**config.mk**
```make
export PLATFORM = sky130hd
export DESIGN_NAME = halt_timer_status
export DESIGN_NICKNAME = d
export VERILOG_FILES = /design/src/rtl/tmr_pkg.sv /design/src/rtl/tmr_counter.sv /design/src/rtl/tmr_capture.sv /design/src/rtl/tmr_flag.sv /design/src/rtl/halt_timer_status.sv
export SDC_FILE = /design/constraint.sdc
export NUM_CORES = 1
export LEC_CHECK = 0
export ABC_AREA = 1
export BUFFER_PORTS_ARGS = -buffer_cell sky130_fd_sc_hd__buf_4
export CELL_PAD_IN_SITES_DETAIL_PLACEMENT = 2
export CELL_PAD_IN_SITES_GLOBAL_PLACEMENT = 2
export CORE_MARGIN = 2
export CORE_UTILIZATION = 34
export DETAILED_ROUTE_END_ITERATION = 12
export GPL_TIMING_DRIVEN = 0
export MAX_ROUTING_LAYER = met4
export PLACE_DENSITY = 0.9
export SETUP_SLACK_MARGIN = 0.4
export SLEW_MARGIN = 30
export SYNTH_ARGS = -nofsm -noshare
export SYNTH_HDL_FRONTEND = slang
export SYNTH_HIERARCHICAL = 1
export SYNTH_SLANG_ARGS = --single-unit
```
**constraint.sdc**
```tcl
create_clock -name clk -period 2.7 [get_ports clk]
set_input_delay 0.405 -clock clk [delete_from_list [all_inputs] [get_ports clk]]
set_output_delay 0.405 -clock clk [all_outputs]
set_load 0.05 [all_outputs]
```
**src/rtl/tmr_pkg.sv**
```systemverilog
package tmr_pkg;
  localparam int FLAG_CAP  = 0;
  localparam int FLAG_OVF  = 1;
  localparam int NUM_FLAGS = 2;

  typedef enum logic [1:0] {
    REG_STATUS = 2'd0,
    REG_COUNT  = 2'd1,
    REG_CAPT   = 2'd2,
    REG_NONE   = 2'd3
  } reg_sel_e;
endpackage

```
**src/rtl/tmr_counter.sv**
```systemverilog
module tmr_counter #(
  parameter int CNT_W = 16
) (
  input  logic             clk,
  input  logic             rst,
  input  logic             halt_i,
  output logic [CNT_W-1:0] cnt_o,
  output logic             wrap_o
);
  localparam logic [CNT_W-1:0] CNT_MAX = {CNT_W{1'b1}};

  logic [CNT_W-1:0] cnt_q;

  always_ff @(posedge clk) begin
    if (rst)          cnt_q <= '0;
    else if (!halt_i) cnt_q <= cnt_q + 1'b1;
  end

  // the wrap event lines up with the edge that takes the count to zero
  assign wrap_o = !halt_i && (cnt_q == CNT_MAX);
  assign cnt_o  = cnt_q;
endmodule

```
**src/rtl/tmr_capture.sv**
```systemverilog
module tmr_capture #(
  parameter int CNT_W = 16
) (
  input  logic             clk,
  input  logic             rst,
  input  logic             halt_i,
  input  logic             pin_i,
  input  logic [CNT_W-1:0] cnt_i,
  output logic [CNT_W-1:0] cap_o,
  output logic             event_o
);
  logic             pin_q;
  logic [CNT_W-1:0] cap_q;

  // the previous pin value is always tracked, so an edge that arrives
  // during a halt is used up and not replayed after the halt
  assign event_o = pin_i && !pin_q && !halt_i;

  always_ff @(posedge clk) begin
    if (rst) begin
      pin_q <= 1'b0;
      cap_q <= '0;
    end else begin
      pin_q <= pin_i;
      if (event_o) cap_q <= cnt_i;
    end
  end

  assign cap_o = cap_q;
endmodule

```
**src/rtl/tmr_flag.sv**
```systemverilog
module tmr_flag (
  input  logic clk,
  input  logic rst,
  input  logic set_i,
  input  logic arm_rd_i,
  input  logic clr_wr_i,
  input  logic protect_i,
  output logic flag_o
);
  logic flag_q;
  logic armed_q;

  always_ff @(posedge clk) begin
    if (rst) begin
      flag_q  <= 1'b0;
      armed_q <= 1'b0;
    end else if (set_i) begin
      flag_q  <= 1'b1;
      armed_q <= 1'b0;
    end else if (!protect_i) begin
      if (clr_wr_i && armed_q) begin
        flag_q  <= 1'b0;
        armed_q <= 1'b0;
      end else if (arm_rd_i && flag_q) begin
        armed_q <= 1'b1;
      end
    end
  end

  assign flag_o = flag_q;
endmodule

```
**src/rtl/halt_timer_status.sv**
```systemverilog
module halt_timer_status
  import tmr_pkg::*;
#(
  parameter int CNT_W = 16
) (
  input  logic                 clk,
  input  logic                 rst,
  input  logic                 halt_i,
  input  logic                 halt_clr_en_i,
  input  logic                 cap_pin_i,
  input  logic                 rd_en_i,
  input  logic                 wr_en_i,
  input  logic [1:0]           addr_i,
  input  logic [NUM_FLAGS-1:0] wdata_i,
  output logic [CNT_W-1:0]     rdata_o,
  output logic [NUM_FLAGS-1:0] flag_o
);
  localparam int PAD_W = CNT_W - NUM_FLAGS;

  logic [CNT_W-1:0]     cnt_w;
  logic [CNT_W-1:0]     cap_w;
  logic                 wrap_w;
  logic                 cap_evt_w;
  logic [NUM_FLAGS-1:0] set_w;
  logic                 protect_w;
  logic                 st_rd_w;
  logic                 st_wr_w;

  tmr_counter #(.CNT_W(CNT_W)) u_cnt (
    .clk(clk), .rst(rst), .halt_i(halt_i), .cnt_o(cnt_w), .wrap_o(wrap_w)
  );

  tmr_capture #(.CNT_W(CNT_W)) u_cap (
    .clk(clk), .rst(rst), .halt_i(halt_i), .pin_i(cap_pin_i),
    .cnt_i(cnt_w), .cap_o(cap_w), .event_o(cap_evt_w)
  );

  assign set_w[FLAG_CAP] = cap_evt_w;
  assign set_w[FLAG_OVF] = wrap_w;

  assign protect_w = halt_i && !halt_clr_en_i;
  assign st_rd_w   = rd_en_i && (addr_i == REG_STATUS);
  assign st_wr_w   = wr_en_i && (addr_i == REG_STATUS);

  for (genvar g = 0; g < NUM_FLAGS; g++) begin : g_flag
    tmr_flag u_flag (
      .clk(clk), .rst(rst),
      .set_i(set_w[g]),
      .arm_rd_i(st_rd_w),
      .clr_wr_i(st_wr_w && !wdata_i[g]),
      .protect_i(protect_w),
      .flag_o(flag_o[g])
    );
  end

  always_ff @(posedge clk) begin
    if (rst) begin
      rdata_o <= '0;
    end else if (rd_en_i) begin
      case (addr_i)
        REG_STATUS: rdata_o <= {{PAD_W{1'b0}}, flag_o};
        REG_COUNT:  rdata_o <= cnt_w;
        REG_CAPT:   rdata_o <= cap_w;
        default:    rdata_o <= '0;
      endcase
    end
  end
endmodule

```
After elaboration in Yosys (flattened, before gate mapping)

Index checks and enable logic that the tools add are counted.
Widths: inputs -> output; s select.

Reduce and logical (&&, ||, !) cells: 28
Bitwise operators: 1
$add $sub $neg: 1
Equality and inequality tests: 5
Multiplexer cells: 11

Operator list:

| cell                  | number |
|---|---|
| $pmux 16 s3           | 1 |
| $add 16x1->16 const B | 1 |
| $eq 16x16->1 const B  | 1 |
| $logic_and 1x1->1     | 12 |
| $mux 1                | 10 |
| $reduce_and 2->1      | 4 |
| $reduce_bool 2->1     | 4 |
| $logic_not 1->1       | 5 |
| $reduce_or 2->1       | 2 |
| $eq 2x1->1 const B    | 1 |
| $eq 2x2->1 const B    | 1 |
| $logic_not 2->1       | 1 |
| $ne 2x1->1 const B    | 1 |
| $ne 2x2->1 const B    | 1 |
| $not 1->1             | 1 |

Word-level logic and storage cells: 54
Register bits after elaboration: 53
Output and inout bits: 18

Logic depth before layout (Yosys ltp)

Depth in word-level cells: 7
Gate-level depth with buffers: 10

By module

Netlist, hierarchy kept.

Modules (own cells, without submodules):

| module            | times used | cells each | area an instance (um2) | seq. area each (um2) |
|---|---|---|---|---|
| halt_timer_status | 1          | 147        | 893.4                  | 320.3 |
| tmr_counter       | 1          | 125        | 828.3                  | 320.3 |
| tmr_capture       | 1          | 108        | 713.2                  | 340.3 |
| tmr_flag          | 2          | 12         | 97.6                   | 40.0 |

Worst setup path after synthesis

OpenSTA, ideal clock, no wires.

Path type: register to register
Start point: reg u_cnt.cnt_q[1] (netlist: u_cnt/cnt_o[1])
End point: reg g_flag[1].u_flag.armed_q
Arrival: 1.285 ns
Buffers on the path: 0
Stages on the path, launching flop included: 11
Period minus slack after synthesis: 1.401 ns
Library setup time: 0.116 ns
Setup slack: 1.299 ns
Cell sequence: dfxtp_1 ha_1 nand3_1 nor2_2 nand2_1 nor2_1 nand2_1 nor2_1 nor2_1 nand2_1 a21oi_2

Cells in the longest elaborated chain, start to end: 3

Ends and longest elaborated chain:

| item                             | RTL line                | text |
|---|---|---|
| start, declared                  | tmr_counter.sv:12       | `logic [CNT_W-1:0] cnt_q;` |
| start signal, assigned           | tmr_counter.sv:16       | `else if (!halt_i) cnt_q <= cnt_q + 1'b1;` |
| $eq 16x16->1                     | tmr_counter.sv:20       | `assign wrap_o = !halt_i && (cnt_q == CNT_MAX);` |
| $logic_and 1x1->1                | tmr_counter.sv:20       |  |
| net wrap_w                       | halt_timer_status.sv:22 | `logic wrap_w;` |
| $reduce_or 2->1 (no source line) | -                       |  |
| end signal, assigned             | tmr_flag.sv:16          | `armed_q <= 1'b0;` |
| end signal, assigned             | tmr_flag.sv:19          | `armed_q <= 1'b0;` |
| end signal, assigned             | tmr_flag.sv:23          | `armed_q <= 1'b0;` |
| end, declared                    | tmr_flag.sv:11          | `logic armed_q;` |

The timed path passes the listed nets, and every way through them passes these cells.
A chain may end at the register's enable or synchronous reset.

Worst setup path after layout

Same ends and word-level chain as after synthesis.

==> flow_metrics.py <==
metrics = {
    "outcome": {
        "status": "complete, no violations",
    },
    "floorplan": {
        "die_w_um": 92.0,
        "start_util_pct": 34.6,
        "ios": 29,
        "dieHeight_um": 92.0,
        "row_count": 32,
        "dieArea_um2": 8450,
        "coreArea_um2": 7610,
    },
    "clock_tree": {
        "cts_buffers": 5,
        "cts_setup_buffers": 0,
        "cts.clk_slew.worst_paths_ns": 0.10,
        "root_buffer": "clkbuf_8",
        "clockBufferDepth": 2,
        "clk_latency_ns": 0.32,
        "clkSinkCount": 53,
        "cts_tree": "yes",
        "cts_max_level": 2,
        "ctsHoldBuffers": 0,
        "cts.repair.resized": 0,
    },
    "drt": {
        "routed_wl_um": 8220,
        "viasPerCell": 4.81,
        "drcViolationCount": 0,
        "first_iter_violations": 37,
        "ant_nets": 0,
        "first_pass_iters": 4,
        "wl_per_cell_um": 15.2,
        "vias": 2609,
    },
    "placed_design": {
        "numPortBuffers": 28,
        "hpwl_um": 5900,
        "gp_congestion": 0.817,
        "place_ws_ns": 0.979,
    },
    "setup_path": {
        "crit_family": "simple AND/OR/NAND/NOR gates",
        "worstSetupEndpointType": "flip-flop",
        "arrival_ns": 1.94,
        "critPathMaxFanout": 6,
        "path_cells": "ha_1 > nand3_1 > nor2_2 > nand2_1 > nor2_1 > nand2_1 > nor2_1 > nor2_1 > nand2_1 > a21oi_2",
        "crit_path_start_kind": "flip-flop",
        "path_class": "reg -> reg",
        "crit_slowest_cell": "dfxtp_1",
        "max_stage_delay_ns": 0.48,
        "critPathBufInv": 0,
        "cp.required_ns": 2.92,
    },
    "global_routing": {
        "antenna_found_initial": 0,
        "grt_pass1_vias": 2928,
        "grt_usage_pct": 22.2,
        "gr-total-overflow": 0,
        "grt_pass1_wl_um": 14500,
        "grt_max_degree": 18,
    },
    "synthesis": {
        "synth-xor-area-share_pct": 0.333,
        "synthMuxAreaShare_pct": 0,
        "synth-edff-count": 0,
        "ys_top_cells_by_count": "nand2_1 (108), nor2_1 (93), inv_1 (57), dfxtp_1 (53), nand3_1 (28)",
        "synthAdderAreaFrac_pct": 0.476,
        "yosys.cell_types.count": 25,
        "synth_top_area_share_pct": 40.3,
        "yosys_warnings": 6,
        "syn_inst": 404,
        "synthTopCellsByArea": "dfxtp_1 (40%), nand2_1 (15%), nor2_1 (13%), inv_1 (8.1%), nand3_1 (5.3%)",
        "yosys.area_share.simple_pct": 41.2,
        "synthArstFlopShare_pct": 0,
        "synth_top_area_cell": "dfxtp_1",
        "synth_top_family_by_area": "simple AND/OR/NAND/NOR gates",
        "synth-compound-area-share_pct": 5.14,
        "ys_dominant_reg_cell": "dfxtp_1",
        "ys_seq_area_share_pct": 40.3,
        "synth_area_per_cell_um2": 6.51,
        "yosysMostFrequentCell": "nand2_1",
        "synth-seq-cells": 53,
        "syn_nets": 416,
        "syn-cell-area_um2": 2630,
    },
    "layout": {
        "nNetsFinal": 451,
        "area_growth_pct": 18.1,
        "nFillCells": 943,
        "drive_gt1_share_pct": 17.5,
        "insertedDiodeCount": 0,
    },
    "sta": {
        "fin_crit_ns": 1.72,
        "timing.final.max_slew_violations": 0,
        "tightest_slew_ns": 0.333,
        "slew_headroom_pct": 77.6,
        "setup_violations": 0,
        "tns_ns": 0,
        "rsz0062_at_grt": "no",
        "skew_ns": 0.0113,
        "post-route-period-util_pct": 63.6,
        "max_freq_ghz": 0.582,
        "hold_viol_final": 0,
        "setup_slack_ns": 0.982,
    },
    "power_and_ir_drop": {
        "ir_drop_mv": 0.201,
        "power.leakage_nw": 1.49,
        "p_per_area_nw_per_um2": 559,
    },
    "job": {
        "max-cap-violations": 0,
    },
    "hold_path": {
        "hold_path_class": "in -> reg",
    },
}
==> worst paths after layout <==
check                           startpoint                  endpoint  slack (ns)  cells past startpoint
setup / recovery            u_cnt/cnt_o[1]  g_flag[1].u_flag/armed_q        0.98                     10
hold / removal                      halt_i            u_cnt/cnt_o[0]        0.33                      2
setup reg to reg            u_cnt/cnt_o[1]  g_flag[1].u_flag/armed_q        0.98                     10
hold reg to reg   g_flag[1].u_flag/armed_q  g_flag[1].u_flag/armed_q        0.48                      2
==> flip-flops by register name, summed over array words and instances, names as in the netlist <==
name,cells
g_flag.u_flag/flag_o,2
u_cnt/cnt_o,16
g_flag.u_flag/armed_q,2
u_cap/cap_o,16
u_cap/pin_q,1
rdata_o,16
==> worst reg2reg max path: stages, from the launching register on <==
cell and delay [ns]:
dfxtp_1 0.48, ha_1 0.25, nand3_1 0.12, nor2_2 0.15, nand2_1 0.06, nor2_1 0.13, nand2_1 0.08, nor2_1 0.17
nor2_1 0.07, nand2_1 0.08, a21oi_2 0.03
==> cells by family after synthesis <==
kind of cell,after synthesis
AOI/OAI and AO/OA,21
adders and majority gates,1
and+or+nand+nor,254
xor gates and xnor gates,1
buffers and inverters,74
DFF,53
==> area by class of cell <==
type / count / area, um^2 / share of cell area (%)
Multi-Input combinational cell: 277 / 1240 / 39.9
Sequential cell: 53 / 1060 / 34.2
Inverter: 62 / 233 / 7.49
Timing Repair Buffer: 28 / 210 / 6.77
Tap cell: 102 / 128 / 4.11
Buffer: 12 / 96.3 / 3.10
Clock buffer: 5 / 68.8 / 2.22
Clock inverter: 3 / 68.8 / 2.22
==> routing by layer <==
| layer | part of all wire [%] | vias up | track usage, % |
|---|---|---|---|
| met3 | 2.2 | 7 | 3.12 |
| li1 | - | 1275 | - |
| met4 | 1.2 | 0 | 5.60 |
| met5 | 0 | - | - |
| met2 | 52 | 23 | 40.0 |
| met1 | 44 | 1304 | 26.2 |
==> power by group <==
part	total, W	internal [W]	switching (W)
registers	0.000834	0.000813	0.0000214
clock network	0.000662	0.000373	0.000289
logic	0.000240	0.0000786	0.000162
total	0.00174	0.00126	0.000472
==> layout by cell type (no fill, tap or decap), types with 9 or more instances in the layout <==
cell / count
nor2_1: 93
nand2_2: 9
nand2_1: 108
a21oi_1: 9
dfxtp_1: 53
buf_4: 29
nand3_1: 28
inv_1: 57
==> through the flow <==
stage	cell area [um^2]	instances	util [%]	hold WS [ns]	power, W
6_report	3110	542	40.8	0.327	0.00174
2_1_floorplan	2630	404	-	0.443	0.00101
4_1_cts	3110	542	40.8	0.321	0.00176
3_3_place_gp	2970	534	39.0	0.451	0.00108
5_1_grt	3110	542	40.8	0.334	0.00182
3_5_place_dp	2970	534	39.0	0.468	0.00109
Note: power is estimated with default switching activity, not from simulation.
